[src/rtl/tmr_pkg.sv]
package tmr_pkg;
  localparam int CFG_W = 4;

  typedef enum logic [1:0] {
    MODE_13B    = 2'd0,
    MODE_16B    = 2'd1,
    MODE_RELOAD = 2'd2,
    MODE_SPLIT  = 2'd3
  } tmr_mode_e;

  typedef struct packed {
    logic      gate;
    logic      ext_sel;
    tmr_mode_e mode;
  } tmr_cfg_t;

  localparam logic [2:0] ADDR_CFG  = 3'd0;
  localparam logic [2:0] ADDR_CTRL = 3'd1;
  localparam logic [2:0] ADDR_T0L  = 3'd2;
  localparam logic [2:0] ADDR_T0H  = 3'd3;
  localparam logic [2:0] ADDR_T1L  = 3'd4;
  localparam logic [2:0] ADDR_T1H  = 3'd5;
  localparam int NUM_REGS = 6;
endpackage

[src/rtl/tmr_sync.sv]
module tmr_sync #(
  parameter int STAGES = 2
) (
  input  logic clk,
  input  logic rst_n,
  input  logic pin_i,
  output logic level_o
);
  logic [STAGES-1:0] shift_q;

  generate
    if (STAGES == 1) begin : g_one
      always_ff @(posedge clk or negedge rst_n) begin
        if (!rst_n) shift_q <= '0;
        else        shift_q <= pin_i;
      end
    end else begin : g_many
      always_ff @(posedge clk or negedge rst_n) begin
        if (!rst_n) shift_q <= '0;
        else        shift_q <= {shift_q[STAGES-2:0], pin_i};
      end
    end
  endgenerate

  assign level_o = shift_q[STAGES-1];
endmodule

[src/rtl/tmr_tick_gen.sv]
module tmr_tick_gen #(
  parameter int SLOW_DIV = 12,
  parameter int FAST_DIV = 4
) (
  input  logic clk,
  input  logic rst_n,
  output logic tick_slow_o,
  output logic tick_fast_o
);
  localparam int S_W = (SLOW_DIV > 1) ? $clog2(SLOW_DIV) : 1;
  localparam int F_W = (FAST_DIV > 1) ? $clog2(FAST_DIV) : 1;
  localparam logic [S_W-1:0] S_LAST = S_W'(SLOW_DIV - 1);
  localparam logic [F_W-1:0] F_LAST = F_W'(FAST_DIV - 1);

  logic [S_W-1:0] slow_q;
  logic [F_W-1:0] fast_q;

  assign tick_slow_o = (slow_q == S_LAST);
  assign tick_fast_o = (fast_q == F_LAST);

  always_ff @(posedge clk or negedge rst_n) begin
    if (!rst_n) begin
      slow_q <= '0;
      fast_q <= '0;
    end else begin
      slow_q <= tick_slow_o ? '0 : slow_q + S_W'(1);
      fast_q <= tick_fast_o ? '0 : fast_q + F_W'(1);
    end
  end
endmodule

[src/rtl/tmr_unit.sv]
module tmr_unit
  import tmr_pkg::*;
#(
  parameter int BYTE_W   = 8,
  parameter int PRE_W    = 5,
  parameter bit SPLIT_OK = 1'b1
) (
  input  logic              clk,
  input  logic              rst_n,
  input  tmr_mode_e         mode_i,
  input  logic              en_i,
  input  logic              en_hi_i,
  input  logic              wr_lo_i,
  input  logic              wr_hi_i,
  input  logic [BYTE_W-1:0] wdata_i,
  output logic [BYTE_W-1:0] lo_o,
  output logic [BYTE_W-1:0] hi_o,
  output logic              ovf_o,
  output logic              ovf_hi_o
);
  localparam int MID_W  = BYTE_W + PRE_W;
  localparam int WIDE_W = 2 * BYTE_W;

  logic [BYTE_W-1:0] lo_q, hi_q, lo_n, hi_n;
  logic [MID_W-1:0]  pre_sum;
  logic [WIDE_W-1:0] wide_sum;

  always_comb begin
    pre_sum  = {hi_q, lo_q[PRE_W-1:0]} + MID_W'(1);
    wide_sum = {hi_q, lo_q} + WIDE_W'(1);
    lo_n     = lo_q;
    hi_n     = hi_q;
    ovf_o    = 1'b0;
    ovf_hi_o = 1'b0;
    case (mode_i)
      MODE_13B: begin
        if (en_i) begin
          hi_n              = pre_sum[MID_W-1:PRE_W];
          lo_n[PRE_W-1:0]   = pre_sum[PRE_W-1:0];
          ovf_o             = &{hi_q, lo_q[PRE_W-1:0]};
        end
      end
      MODE_16B: begin
        if (en_i) begin
          {hi_n, lo_n} = wide_sum;
          ovf_o        = &{hi_q, lo_q};
        end
      end
      MODE_RELOAD: begin
        if (en_i) begin
          if (&lo_q) begin
            lo_n  = hi_q;
            ovf_o = 1'b1;
          end else begin
            lo_n = lo_q + BYTE_W'(1);
          end
        end
      end
      MODE_SPLIT: begin
        if (SPLIT_OK) begin
          if (en_i) begin
            lo_n  = lo_q + BYTE_W'(1);
            ovf_o = &lo_q;
          end
          if (en_hi_i) begin
            hi_n     = hi_q + BYTE_W'(1);
            ovf_hi_o = &hi_q;
          end
        end
      end
      default: ;
    endcase
  end

  always_ff @(posedge clk or negedge rst_n) begin
    if (!rst_n) begin
      lo_q <= '0;
      hi_q <= '0;
    end else begin
      lo_q <= wr_lo_i ? wdata_i : lo_n;
      hi_q <= wr_hi_i ? wdata_i : hi_n;
    end
  end

  assign lo_o = lo_q;
  assign hi_o = hi_q;
endmodule

[src/rtl/tmr_pair.sv]
module tmr_pair
  import tmr_pkg::*;
#(
  parameter int BYTE_W      = 8,
  parameter int PRE_W       = 5,
  parameter int SLOW_DIV    = 12,
  parameter int FAST_DIV    = 4,
  parameter int SYNC_STAGES = 2
) (
  input  logic              clk,
  input  logic              rst_n,
  input  logic [1:0]        fast_sel,
  input  logic [1:0]        div4_sel,
  input  logic [1:0]        count_pin,
  input  logic [1:0]        gate_pin,
  input  logic [2:0]        reg_addr,
  input  logic              reg_wr,
  input  logic [BYTE_W-1:0] reg_wdata,
  output logic [BYTE_W-1:0] reg_rdata,
  input  logic [1:0]        irq_ack,
  output logic [1:0]        ovf_flag
);
  localparam int NT    = 2;
  localparam int CFG_ALL = NT * CFG_W;

  logic [CFG_ALL-1:0]  mode_q;
  logic [NT-1:0]       run_q, flag_q, set_flag;
  logic [NUM_REGS-1:0] wr_hit;
  logic                tick_s, tick_f;
  logic [NT-1:0]       cnt_lvl, cnt_prev, cnt_fall, gate_lvl;
  logic [NT-1:0]       int_tick, cnt_en, unit_ovf, unit_ovf_hi;
  logic                split_en, t0_split;
  tmr_cfg_t            cfg [NT];
  logic [BYTE_W-1:0]   cnt_lo [NT];
  logic [BYTE_W-1:0]   cnt_hi [NT];

  always_comb begin
    for (int a = 0; a < NUM_REGS; a++) begin
      wr_hit[a] = reg_wr && (reg_addr == 3'(a));
    end
  end

  tmr_tick_gen #(.SLOW_DIV(SLOW_DIV), .FAST_DIV(FAST_DIV)) u_ticks (
    .clk(clk), .rst_n(rst_n), .tick_slow_o(tick_s), .tick_fast_o(tick_f)
  );

  always_ff @(posedge clk or negedge rst_n) begin
    if (!rst_n) cnt_prev <= '0;
    else        cnt_prev <= cnt_lvl;
  end
  assign cnt_fall = cnt_prev & ~cnt_lvl;

  assign t0_split = (cfg[0].mode == MODE_SPLIT);
  assign split_en = run_q[1] & int_tick[0];

  generate
    for (genvar i = 0; i < NT; i++) begin : g_tmr
      assign cfg[i] = tmr_cfg_t'(mode_q[i*CFG_W +: CFG_W]);

      tmr_sync #(.STAGES(SYNC_STAGES)) u_cnt_sync (
        .clk(clk), .rst_n(rst_n), .pin_i(count_pin[i]), .level_o(cnt_lvl[i])
      );
      tmr_sync #(.STAGES(SYNC_STAGES)) u_gate_sync (
        .clk(clk), .rst_n(rst_n), .pin_i(gate_pin[i]), .level_o(gate_lvl[i])
      );

      assign int_tick[i] = fast_sel[i] | (div4_sel[i] ? tick_f : tick_s);
      assign cnt_en[i]   = run_q[i] & (~cfg[i].gate | gate_lvl[i]) &
                           (cfg[i].ext_sel ? cnt_fall[i] : int_tick[i]);

      tmr_unit #(.BYTE_W(BYTE_W), .PRE_W(PRE_W), .SPLIT_OK(i == 0)) u_unit (
        .clk      (clk),
        .rst_n    (rst_n),
        .mode_i   (cfg[i].mode),
        .en_i     (cnt_en[i]),
        .en_hi_i  ((i == 0) ? split_en : 1'b0),
        .wr_lo_i  (wr_hit[2 + 2*i]),
        .wr_hi_i  (wr_hit[3 + 2*i]),
        .wdata_i  (reg_wdata),
        .lo_o     (cnt_lo[i]),
        .hi_o     (cnt_hi[i]),
        .ovf_o    (unit_ovf[i]),
        .ovf_hi_o (unit_ovf_hi[i])
      );
    end
  endgenerate

  assign set_flag[0] = unit_ovf[0];
  assign set_flag[1] = t0_split ? unit_ovf_hi[0] : unit_ovf[1];

  always_ff @(posedge clk or negedge rst_n) begin
    if (!rst_n) begin
      mode_q <= '0;
      run_q  <= '0;
      flag_q <= '0;
    end else begin
      if (wr_hit[ADDR_CFG]) mode_q <= reg_wdata[CFG_ALL-1:0];
      for (int i = 0; i < NT; i++) begin
        if (wr_hit[ADDR_CTRL]) run_q[i] <= reg_wdata[2*i];
        if (set_flag[i])           flag_q[i] <= 1'b1;
        else if (irq_ack[i])       flag_q[i] <= 1'b0;
        else if (wr_hit[ADDR_CTRL]) flag_q[i] <= reg_wdata[2*i+1];
      end
    end
  end

  always_comb begin
    case (reg_addr)
      ADDR_CFG:  reg_rdata = BYTE_W'(mode_q);
      ADDR_CTRL: reg_rdata = BYTE_W'({flag_q[1], run_q[1], flag_q[0], run_q[0]});
      ADDR_T0L:  reg_rdata = cnt_lo[0];
      ADDR_T0H:  reg_rdata = cnt_hi[0];
      ADDR_T1L:  reg_rdata = cnt_lo[1];
      ADDR_T1H:  reg_rdata = cnt_hi[1];
      default:   reg_rdata = '0;
    endcase
  end

  assign ovf_flag = flag_q;
endmodule

[config.mk]
export PLATFORM = sky130hd
export DESIGN_NAME = tmr_pair
export DESIGN_NICKNAME = d
export VERILOG_FILES = /design/src/rtl/tmr_pkg.sv /design/src/rtl/tmr_sync.sv /design/src/rtl/tmr_tick_gen.sv /design/src/rtl/tmr_unit.sv /design/src/rtl/tmr_pair.sv
export SDC_FILE = /design/constraint.sdc
export NUM_CORES = 1
export LEC_CHECK = 0
export ABC_AREA = 0
export CORE_MARGIN = 5
export CORE_UTILIZATION = 55
export CTS_BUF_LIST = sky130_fd_sc_hd__clkbuf_8
export CTS_CLUSTER_SIZE = 28
export DETAILED_ROUTE_END_ITERATION = 6
export GPL_TIMING_DRIVEN = 0
export PLACE_DENSITY_LB_ADDON = 0.2
export RECOVER_POWER = 100
export SLEW_MARGIN = 20
export SYNTH_ARGS = -nofsm -noshare
export SYNTH_HDL_FRONTEND = slang
export SYNTH_HIERARCHICAL = 1
export SYNTH_SLANG_ARGS = --single-unit
[constraint.sdc]
create_clock -name clk -period 3.2 [get_ports clk]
set_clock_uncertainty 0.1 [all_clocks]
set_input_delay 0.64 -clock clk [delete_from_list [all_inputs] [get_ports clk]]
set_output_delay 0.64 -clock clk [all_outputs]
set_load 0.02 [all_outputs]
# Word level (Yosys, flattened, before mapping)
# Index checks and enable logic that the tools add are counted.
# totals
ff_bits	60
input_bits	24
# classes
n_reduce_logical	29
addsub	9
mux	50
n_bitwise	13
eq_ne	24
# op_table
cell	n
2-to-1 mux 8 bit	16
one-hot mux 8 bit (6 select lines)	1
inequality test 3 bit (second input constant)	12
adder 16 x 1 -> 16 bit (second input constant)	2
AND reduction 16 bit	2
adder 13 x 1 -> 13 bit (second input constant)	2
AND reduction 13 bit	2
adder 8 x 1 -> 8 bit (second input constant)	3
one-hot mux 8 bit (3 select lines)	1
AND reduction 8 bit	3
2-to-1 mux 1 bit	21
one-hot mux 5 bit (4 select lines)	1
one-hot mux 8 bit (2 select lines)	1
AND reduction 4 bit	4
one-hot mux 5 bit (3 select lines)	1
nonzero test 3 bit	4
nonzero test 4 bit	3
2-to-1 mux 5 bit	2
one-hot mux 3 bit (3 select lines)	1
equality test 2 bit (second input constant)	4
equality test 3 x 2 -> 1 bit (second input constant)	2
equality test 3 bit (second input constant)	2
logical AND 1 bit	6
one-hot mux 3 bit (2 select lines)	1
17 further kinds	28

# Depth between registers and ports, before layout
# Gate-level depths: netlist (run 1).
# depth
word_depth	9
ltp_mapped	11
depth_no_buf	10

# Modules after synthesis
# Netlist (run 1), hierarchy kept.
# by_module_without_submodules
module	n_inst	cells_each	seq_area_each_um2	area_per_inst_um2
tmr_unit (g_tmr[0].u_unit)	1	229	400.4	1801.7
tmr_unit (g_tmr[1].u_unit)	1	178	400.4	1412.6
tmr_pair	1	110	350.3	1136.1
tmr_tick_gen	1	18	150.1	246.5
tmr_sync	4	2	50.0	50.0

# Worst setup path before layout (run 1)
# OpenSTA, ideal clock, no wires.
# synth_path
path_type	flip-flop to flip-flop
start	register u_ticks.slow_q[0]
end	register g_tmr[0].u_unit.hi_q[6]
t_required_ns	2.966
arrival_time_ns	2.444
period_less_slack_ns	2.678
stages_incl_launch_ff	12
setup_ns	0.134
path_buffers	1
slack_ns	0.522
path_cell_list	dfrtp_1 -> ha_1 -> and3b_1 -> nor2b_1 -> a211oi_1 -> a211oi_1 -> o21ba_1 -> or3_1 -> buf_2 -> and3_1 -> a21oi_1 -> o31ai_2
# synth_between
elab_chain_cells	7
elab_cells_between_ends	10
# synth_rtl
item	line_no	source
from (decl)	tmr_tick_gen.sv:15	logic [S_W-1:0] slow_q;
from (signal assigned)	tmr_tick_gen.sv:26	slow_q <= tick_slow_o ? '0 : slow_q + S_W'(1);
equality test 4 bit *	tmr_tick_gen.sv:18	assign tick_slow_o = (slow_q == S_LAST);
via tick_s	tmr_pair.sv:29	logic tick_s, tick_f;
2-to-1 mux 1 bit *	tmr_pair.sv:67	assign int_tick[i] = fast_sel[i] | (div4_sel[i] ? tick_f : tick_s);
OR 1 bit *	tmr_pair.sv:67	
2-to-1 mux 1 bit *	tmr_pair.sv:69	(cfg[i].ext_sel ? cnt_fall[i] : int_tick[i]);
AND 1 bit *	tmr_pair.sv:68	assign cnt_en[i] = run_q[i] & (~cfg[i].gate | gate_lvl[i]) &
via cnt_en[0]	tmr_pair.sv:31	logic [NT-1:0] int_tick, cnt_en, unit_ovf, unit_ovf_hi;
inequality test 3 bit (no line)	n/a	
AND reduction 4 bit (no line) *	n/a	
to (signal assigned)	tmr_unit.sv:81	hi_q <= wr_hi_i ? wdata_i : hi_n;
to (decl)	tmr_unit.sv:24	logic [BYTE_W-1:0] lo_q, hi_q, lo_n, hi_n;
# Mark *: on every way through the listed nets, which the timed path passes. The rest lies on a longest branch.
# A chain may end at the register's enable or synchronous reset.

# Final worst setup path (run 1)
# layout_path
start	input port reg_addr[2]
end	output port reg_rdata[5]
# layout_between
elab_chain_cells	2
elab_cells_between_ends	7
# layout_rtl
item	line_no	source
from (decl)	tmr_pair.sv:16	input logic [2:0] reg_addr,
equality test 3 bit, or another cell as far along	tmr_pair.sv:108	case (reg_addr)
one-hot mux 8 bit (6 select lines) *	tmr_pair.sv:108	
to (decl)	tmr_pair.sv:19	output logic [BYTE_W-1:0] reg_rdata,
# Mark *: on every way between the ends. The rest lies on a longest branch, timed or not.

==> results.md, run 1 <==
* Share of cells above drive strength 1 at around an eighth
* Commonest non-fill, non-tap cell in the layout: dfrtp_1
* Postcts setup bufs at 0
* Remaining Overflow, GRT at 0
* Die W at between 100 and 150 um
* Total core area at ~8600 um2
* Relative slew margins at roughly 24%
* Sink of the worst hold path: g_tmr[0].u_gate_sync/shift_q[1]
* Fin util at a little over three fifths
* Bufs on Longest Clock Path at 2
* GRT Total Usage at 29.3%
* Tcrit/Tclk final at 94.9%
* Fin. Hold Viols at 0
* Syn_area_per_cell at 8.86 um2
* Site row count at 34
* Worst Hold Launch: g_tmr[0].u_gate_sync/shift_q[0]
* Worst Path Buf+Inv at 4
* Die ar. at 10700 um2
* Leak at 2.15 nW
* Status: finished clean
* Crit Path Max Fanout at 10
* HPWL Detailed at 10800 um
* Post-Syn Instances at between 500 and 600
* WL final at between 15000 and 20000 um
* Initial DRC count at 489
* Max-cap violations at 0
* VDD IR max at 0.453 mV
* First-pass GRT wire length at ~24000 um
* Startpoint Class: input pin
* Biggest cell delay along the critical path at roughly 0.66 ns
* RD Place Congestion at between 0.9 and 1
* Final Max Slew Viols at 0
* Data required, critical path at about 2.5 ns
* CP Cell Sequence: dlygate4sd2_1, buf_6, buf_4, a221oi_1, nor2_1, dlygate4sd3_1
* Antenna violations before repair at 0
* Total number of yosys warnings at 6
* Pwr/cell area at around 650 nW/um2
* CTS Sinks at 60
* Register clock-pin slew on the reported worst setup and hold paths at approximately 0.08 ns
* CTS root buf: clkbuf_8
* Vias per std cell at roughly 6.7
* Skew-Pair Late Insertion Delay at approximately 0.34 ns
* Hold Crit Depth at 0
* Die span in y at 103 um
* WS Path Type: input pin to primary output
* Crit-path slowest cell: dlygate4sd3_1
* Vias in the first global route at 4469
* Diode count at 0
* Worst R2R Start: u_ticks/slow_q[0]
* Internal reg-to-reg setup slack at roughly 0.22 ns
* Post-CTS Hold Fix Bufs at 0
* RSZ-0062 raised after global routing: no
* Vias at about 4600
* CP arrival at 2.30 ns
* CP delay by family, top: buffers and inverters
* Max H-tree Level at 3
* Drt first pass iters at 5
* Post-route cell area at 5390 um2
* Total CTS buffers at 9
* Area post-placement at 5250 um2
* Residual DRC at 0
* Hold WC Path Type: register to register
* Port bufs at 31
* Tmin final at 3.04 ns
* Most frequent cells in the layout: dfrtp_1 (60), nand2_1 (42), o21ai_0 (33)
* Largest net degree at the start of global routing at 47
* Setup violators final at 0
* Slew @ Worst Pin at about 1.1 ns
* Max Clk Rate at around 330 MHz
* Setup crit end kind: primary output
* IO Count at 34
* Routed Antenna Nets at 0
* Starting Density at between 50% and 60%
* Nets at ~620
* Drt wl/cell at about 22 um
* Syn_nets at 578
* CTS tree: built
* Worst reg-to-reg path cell count at 10
* Worst reg2reg path endpoint: g_tmr[0].u_unit/hi_o[4]
* Synth-to-Final Area Change at 12.6%
* Synthesized cell area at 4780 um2
stage by stage:
| step | TNS, ns | total power, mW | cells | hold slack (ns) | setup WS (ns) |
|---|---|---|---|---|---|
| floorplan | 0 | 2.26 | 540 | 0.231 | 0.522 |
| global placement | -33.68 | 2.72 | 679 | 0.232 | -0.531 |
| detailed placement | -3.77 | 2.76 | 680 | 0.237 | -0.322 |
| CTS | 0 | 3.51 | 696 | 0.0470 | 0.0168 |
| global route | 0 | 3.72 | 696 | 0.258 | 0.0221 |
| finish | 0 | 3.51 | 696 | 0.253 | 0.164 |
how the worst max path moves through the flow:
| stage | start | end | slack, ns | depth (start not counted) |
|---|---|---|---|---|
| 3_5_place_dp | reg_addr[2] | g_tmr[0].u_unit/lo_o[3] | -0.32 | 10 |
| 2_1_floorplan | u_ticks/slow_q[0] | g_tmr[0].u_unit/hi_o[6] | 0.52 | 11 |
| 4_1_cts | u_ticks/slow_q[0] | g_tmr[0].u_unit/hi_o[4] | 0.02 | 10 |
| 6_report | reg_addr[2] | reg_rdata[5] | 0.16 | 6 |
| 5_1_grt | u_ticks/slow_q[0] | g_tmr[0].u_unit/hi_o[4] | 0.02 | 10 |
| 3_3_place_gp | rst_n | g_tmr[0].u_unit/hi_o[1] | -0.53 | 1 |
routing by layer:
metal  wire [um]  vias to the layer above  share of wire [%]  track usage (%)
met5           0                        -                  0                0
met2        6980                      256                 47             47.7
met4         527                        0                3.5             10.8
met1        6290                     2185                 42             39.1
met3        1210                       52                8.1             5.16
li1            -                     2145                  -                -
report_power, final:
group	leakage [nW]	total, mW	switching [mW]	internal, mW
logic	1.35	1.59	0.944	0.642
clock network	0.107	0.741	0.353	0.388
registers	0.702	1.19	0.268	0.918
total	2.15	3.51	1.56	1.95
final cells by class:
cell class / instances / area, um2
buffer: 38 / 243
clock buffer: 10 / 138
clock inverter: 6 / 70.1
fill: 758 / 3210
inverter: 27 / 101
multi-input combinational: 415 / 2890
sequential: 60 / 1500
tap: 108 / 135
timing repair buffer: 32 / 303
worst reg2reg max path, delay by kind of cell, from the launching register on:
| kind | cells | cell delay [ns] |
|---|---|---|
| compound gates | 6 | 1.33 |
| fa+ha+maj | 1 | 0.22 |
| flops | 1 | 0.41 |
| simple gates | 3 | 0.79 |
sequential cells by signal (all words and copies together), names as in the netlist:
name,count
g_tmr.u_unit/hi_o,16
g_tmr.u_unit/lo_o,16
mode_q,8
g_tmr.u_cnt_sync/shift_q,4
g_tmr.u_gate_sync/shift_q,4
u_ticks/slow_q,4
cnt_prev,2
ovf_flag,2
run_q,2
u_ticks/fast_q,2
repair_timing:
action,in CTS,in global routing
pin swaps,0,0
setup endpoints to repair,5,10
gates resized for setup,5,4
No activity file was read; power rests on OpenSTA's default activity.
==> inputs of run 2 (changes only) <==
--- a/config.mk
+++ b/config.mk
@@ -13,8 +13,8 @@
 export DETAILED_ROUTE_END_ITERATION = 6
 export GPL_TIMING_DRIVEN = 0
 export PLACE_DENSITY_LB_ADDON = 0.2
-export RECOVER_POWER = 100
-export SLEW_MARGIN = 20
+export RECOVER_POWER = 25
+export SETUP_SLACK_MARGIN = 0.4
 export SYNTH_ARGS = -nofsm -noshare
 export SYNTH_HDL_FRONTEND = slang
 export SYNTH_HIERARCHICAL = 1
==> results.md, run 2 (synthesis results as in run 1) <==
* Max H-tree Level at 3 (unchanged)
* Remaining Overflow, GRT at 0 (unchanged)
* Sequential cell area at 1500 um2 (unchanged)
* VDD IR max at 0.402 mV (-11%)
* Total power at 3.61 mW (+2.8%)
* Most frequent cells in the layout: dfrtp_1 (60), nand2_1 (42), nor2_1 (32)
* Data required, critical path at 3.37 ns (+0.91 ns)
* Synth-to-Final Area Change at 16.7%
* Worst setup startpoint: u_ticks/slow_q[0]
* Drt first pass iters at 6 (+1)
* Starting Density at 55.6% (unchanged)
* RSZ-0062 raised after global routing: yes
* Setup violators final at 0 (unchanged)
* Relative slew margins at -17.3% (-41 points)
* Tmin final at 2.81 ns (-0.230 ns)
* Slew @ Worst Pin at 1.76 ns (+0.621 ns)
* Post-CTS Hold Fix Bufs at 0 (unchanged)
* Status: finished with violations
* Routed Antenna Nets at 0 (unchanged)
* Hold WC Path Type: register to register
* Initial DRC count at 462 (-5.5%)
* Hold Crit Depth at 0 (unchanged)
* HPWL Detailed at 10800 um (-0.16%)
* GRT Total Usage at 29.5% (+0.22 points)
* Die W at 103 um (unchanged)
* Startpoint Class: register
* Final Max Slew Viols at 30 (+30)
* CTS tree: built
* Nets at 630 (+1.4%)
* WS Path Type: register to register
* Internal reg-to-reg setup slack at 0.39 ns (+0.17 ns)
* RD Place Congestion at 0.966 (unchanged)
* Max Clk Rate at 356 MHz (+8.2%)
* Crit path to: ovf_flag[1]
* Residual DRC at 0 (unchanged)
* Share of cells above drive strength 1 at 18.3% (+5.5 points)
* Failing checks: capacitance limit, slew limit
* Area occupied by multi-input gates at 2990 um2 (+3.5%)
* Diode count at 0 (unchanged)
* Port bufs at 31 (unchanged)
* CP arrival at 2.98 ns (+0.68 ns)
* Die ar. at 10700 um2 (unchanged)
* Setup crit end kind: register
* Commonest non-fill, non-tap cell in the layout: dfrtp_1
* Total core area at 8590 um2 (unchanged)
* IO Count at 34 (unchanged)
* CTS Sinks at 60 (unchanged)
* Max-cap violations at 1 (+1)
* Antenna violations before repair at 0 (unchanged)
* Leak at 2.25 nW (+4.6%)
* Register clock-pin slew on the reported worst setup and hold paths at 0.08 ns (about the same)
* Number of fill cells at 752 (-0.79%)
* Worst Hold Launch: g_tmr[0].u_gate_sync/shift_q[0]
* Drt wl/cell at 21.6 um (+0.30%)
* WL final at 15200 um (+1.6%)
* CTS root buf: clkbuf_8
* Vias in the first global route at 4482 (+0.29%)
* Site row count at 34 (unchanged)
* Worst reg2reg path endpoint: ovf_flag[1]
* Worst R2R Start: u_ticks/slow_q[0]
* First-pass GRT wire length at 24000 um (+0.55%)
* Vias per std cell at 6.76 (+1.5%)
* Setup TNS at 0 ns (unchanged)
* Worst reg-to-reg path cell count at 10 (unchanged)
* Tcrit/Tclk final at 87.7% (-7.2 points)
* Crit Path Max Fanout at 10 (unchanged)
* Fin. Hold Viols at 0 (unchanged)
* Total CTS buffers at 9 (unchanged)
* Bufs on Longest Clock Path at 2 (unchanged)
* Skew-Pair Late Insertion Delay at 0.35 ns (about the same)
* Largest net degree at the start of global routing at 32 (-32%)
* Pwr/cell area at 647 nW/um2 (-0.81%)
* Vias at 4767 (+2.8%)
* Die span in y at 103 um (unchanged)
==> run 2: changes by cell type in the layout (fill, tap and decap cells not counted), sizes merged <==
cell	change
clkdlybuf4s15	+1
buf	+11
clkinv	-1
inv	+1
dlygate4sd2	+3
clkdlybuf4s50	+3
clkbuf	-2
dlygate4sd3	-7
==> run 2: routing by layer <==
| layer | GRT usage (%) | wire [um] |
|---|---|---|
| met4 | 11.8 | 602 |
| met3 | 5.84 | 1420 |
| met5 | 0 | 0 |
| met1 | 38.1 | 6030 |
| met2 | 48.7 | 7200 |
==> run 2: worst min path at each step <==
stage                                            to  slack, ns
global placement     g_tmr[1].u_cnt_sync/shift_q[1]       0.23
finish              g_tmr[0].u_gate_sync/shift_q[1]       0.25
global route        g_tmr[0].u_gate_sync/shift_q[1]       0.26
floorplan            g_tmr[0].u_cnt_sync/shift_q[1]       0.23
CTS                 g_tmr[0].u_gate_sync/shift_q[1]       0.26
detailed placement  g_tmr[1].u_gate_sync/shift_q[1]       0.24
==> run 2: layout make-up <==
class | count | share of cell area (%)
plain buffers | 38 | 4.60
clock buffers | 10 | 2.47
clock inverters | 6 | 1.26
inverters | 27 | 1.84
multi-input cells | 415 | 53.7
flip-flops and latches | 60 | 26.9
well taps | 108 | 2.42
repair buffers | 41 | 6.84
==> run 2: through the flow <==
stage          utilization [%]  area [um2]  instances  setup slack [ns]  hold WS [ns]
2_1_floorplan                -        4780        540             0.522         0.231
3_3_place_gp              60.8        5230        679            -0.531         0.232
3_5_place_dp              61.0        5240        680            -0.323         0.237
4_1_cts                   64.1        5510        701             0.401         0.258
5_1_grt                   64.9        5580        705             0.271         0.263
6_report                  64.9        5580        705             0.394         0.252
==> run 2: power breakdown <==
part	switching [mW]	internal (mW)
combinational	0.979	0.695
sequential	0.271	0.918
clock	0.358	0.390
total	1.61	2.00
==> run 2: repair_timing <==
item / CTS / global route
resized for setup: 16 / 19
hold endpoints to repair: 0 / 0
cloned: 0 / 0
pin swaps: 2 / 2
buffers inserted: 5 / 4
endpoints found under the setup margin: 41 / 29
==> run 2: worst max-delay path: stages, from the launching register on <==
cell	delay (ns)
dfrtp_1	0.37
ha_2	0.20
and3b_2	0.23
mux2i_1	0.12
a221oi_2	0.42
clkbuf_2	0.33
nand4_1	0.13
a2111oi_1	0.45
a31o_2	0.21
mux2i_1	0.10
o21ai_1	0.08
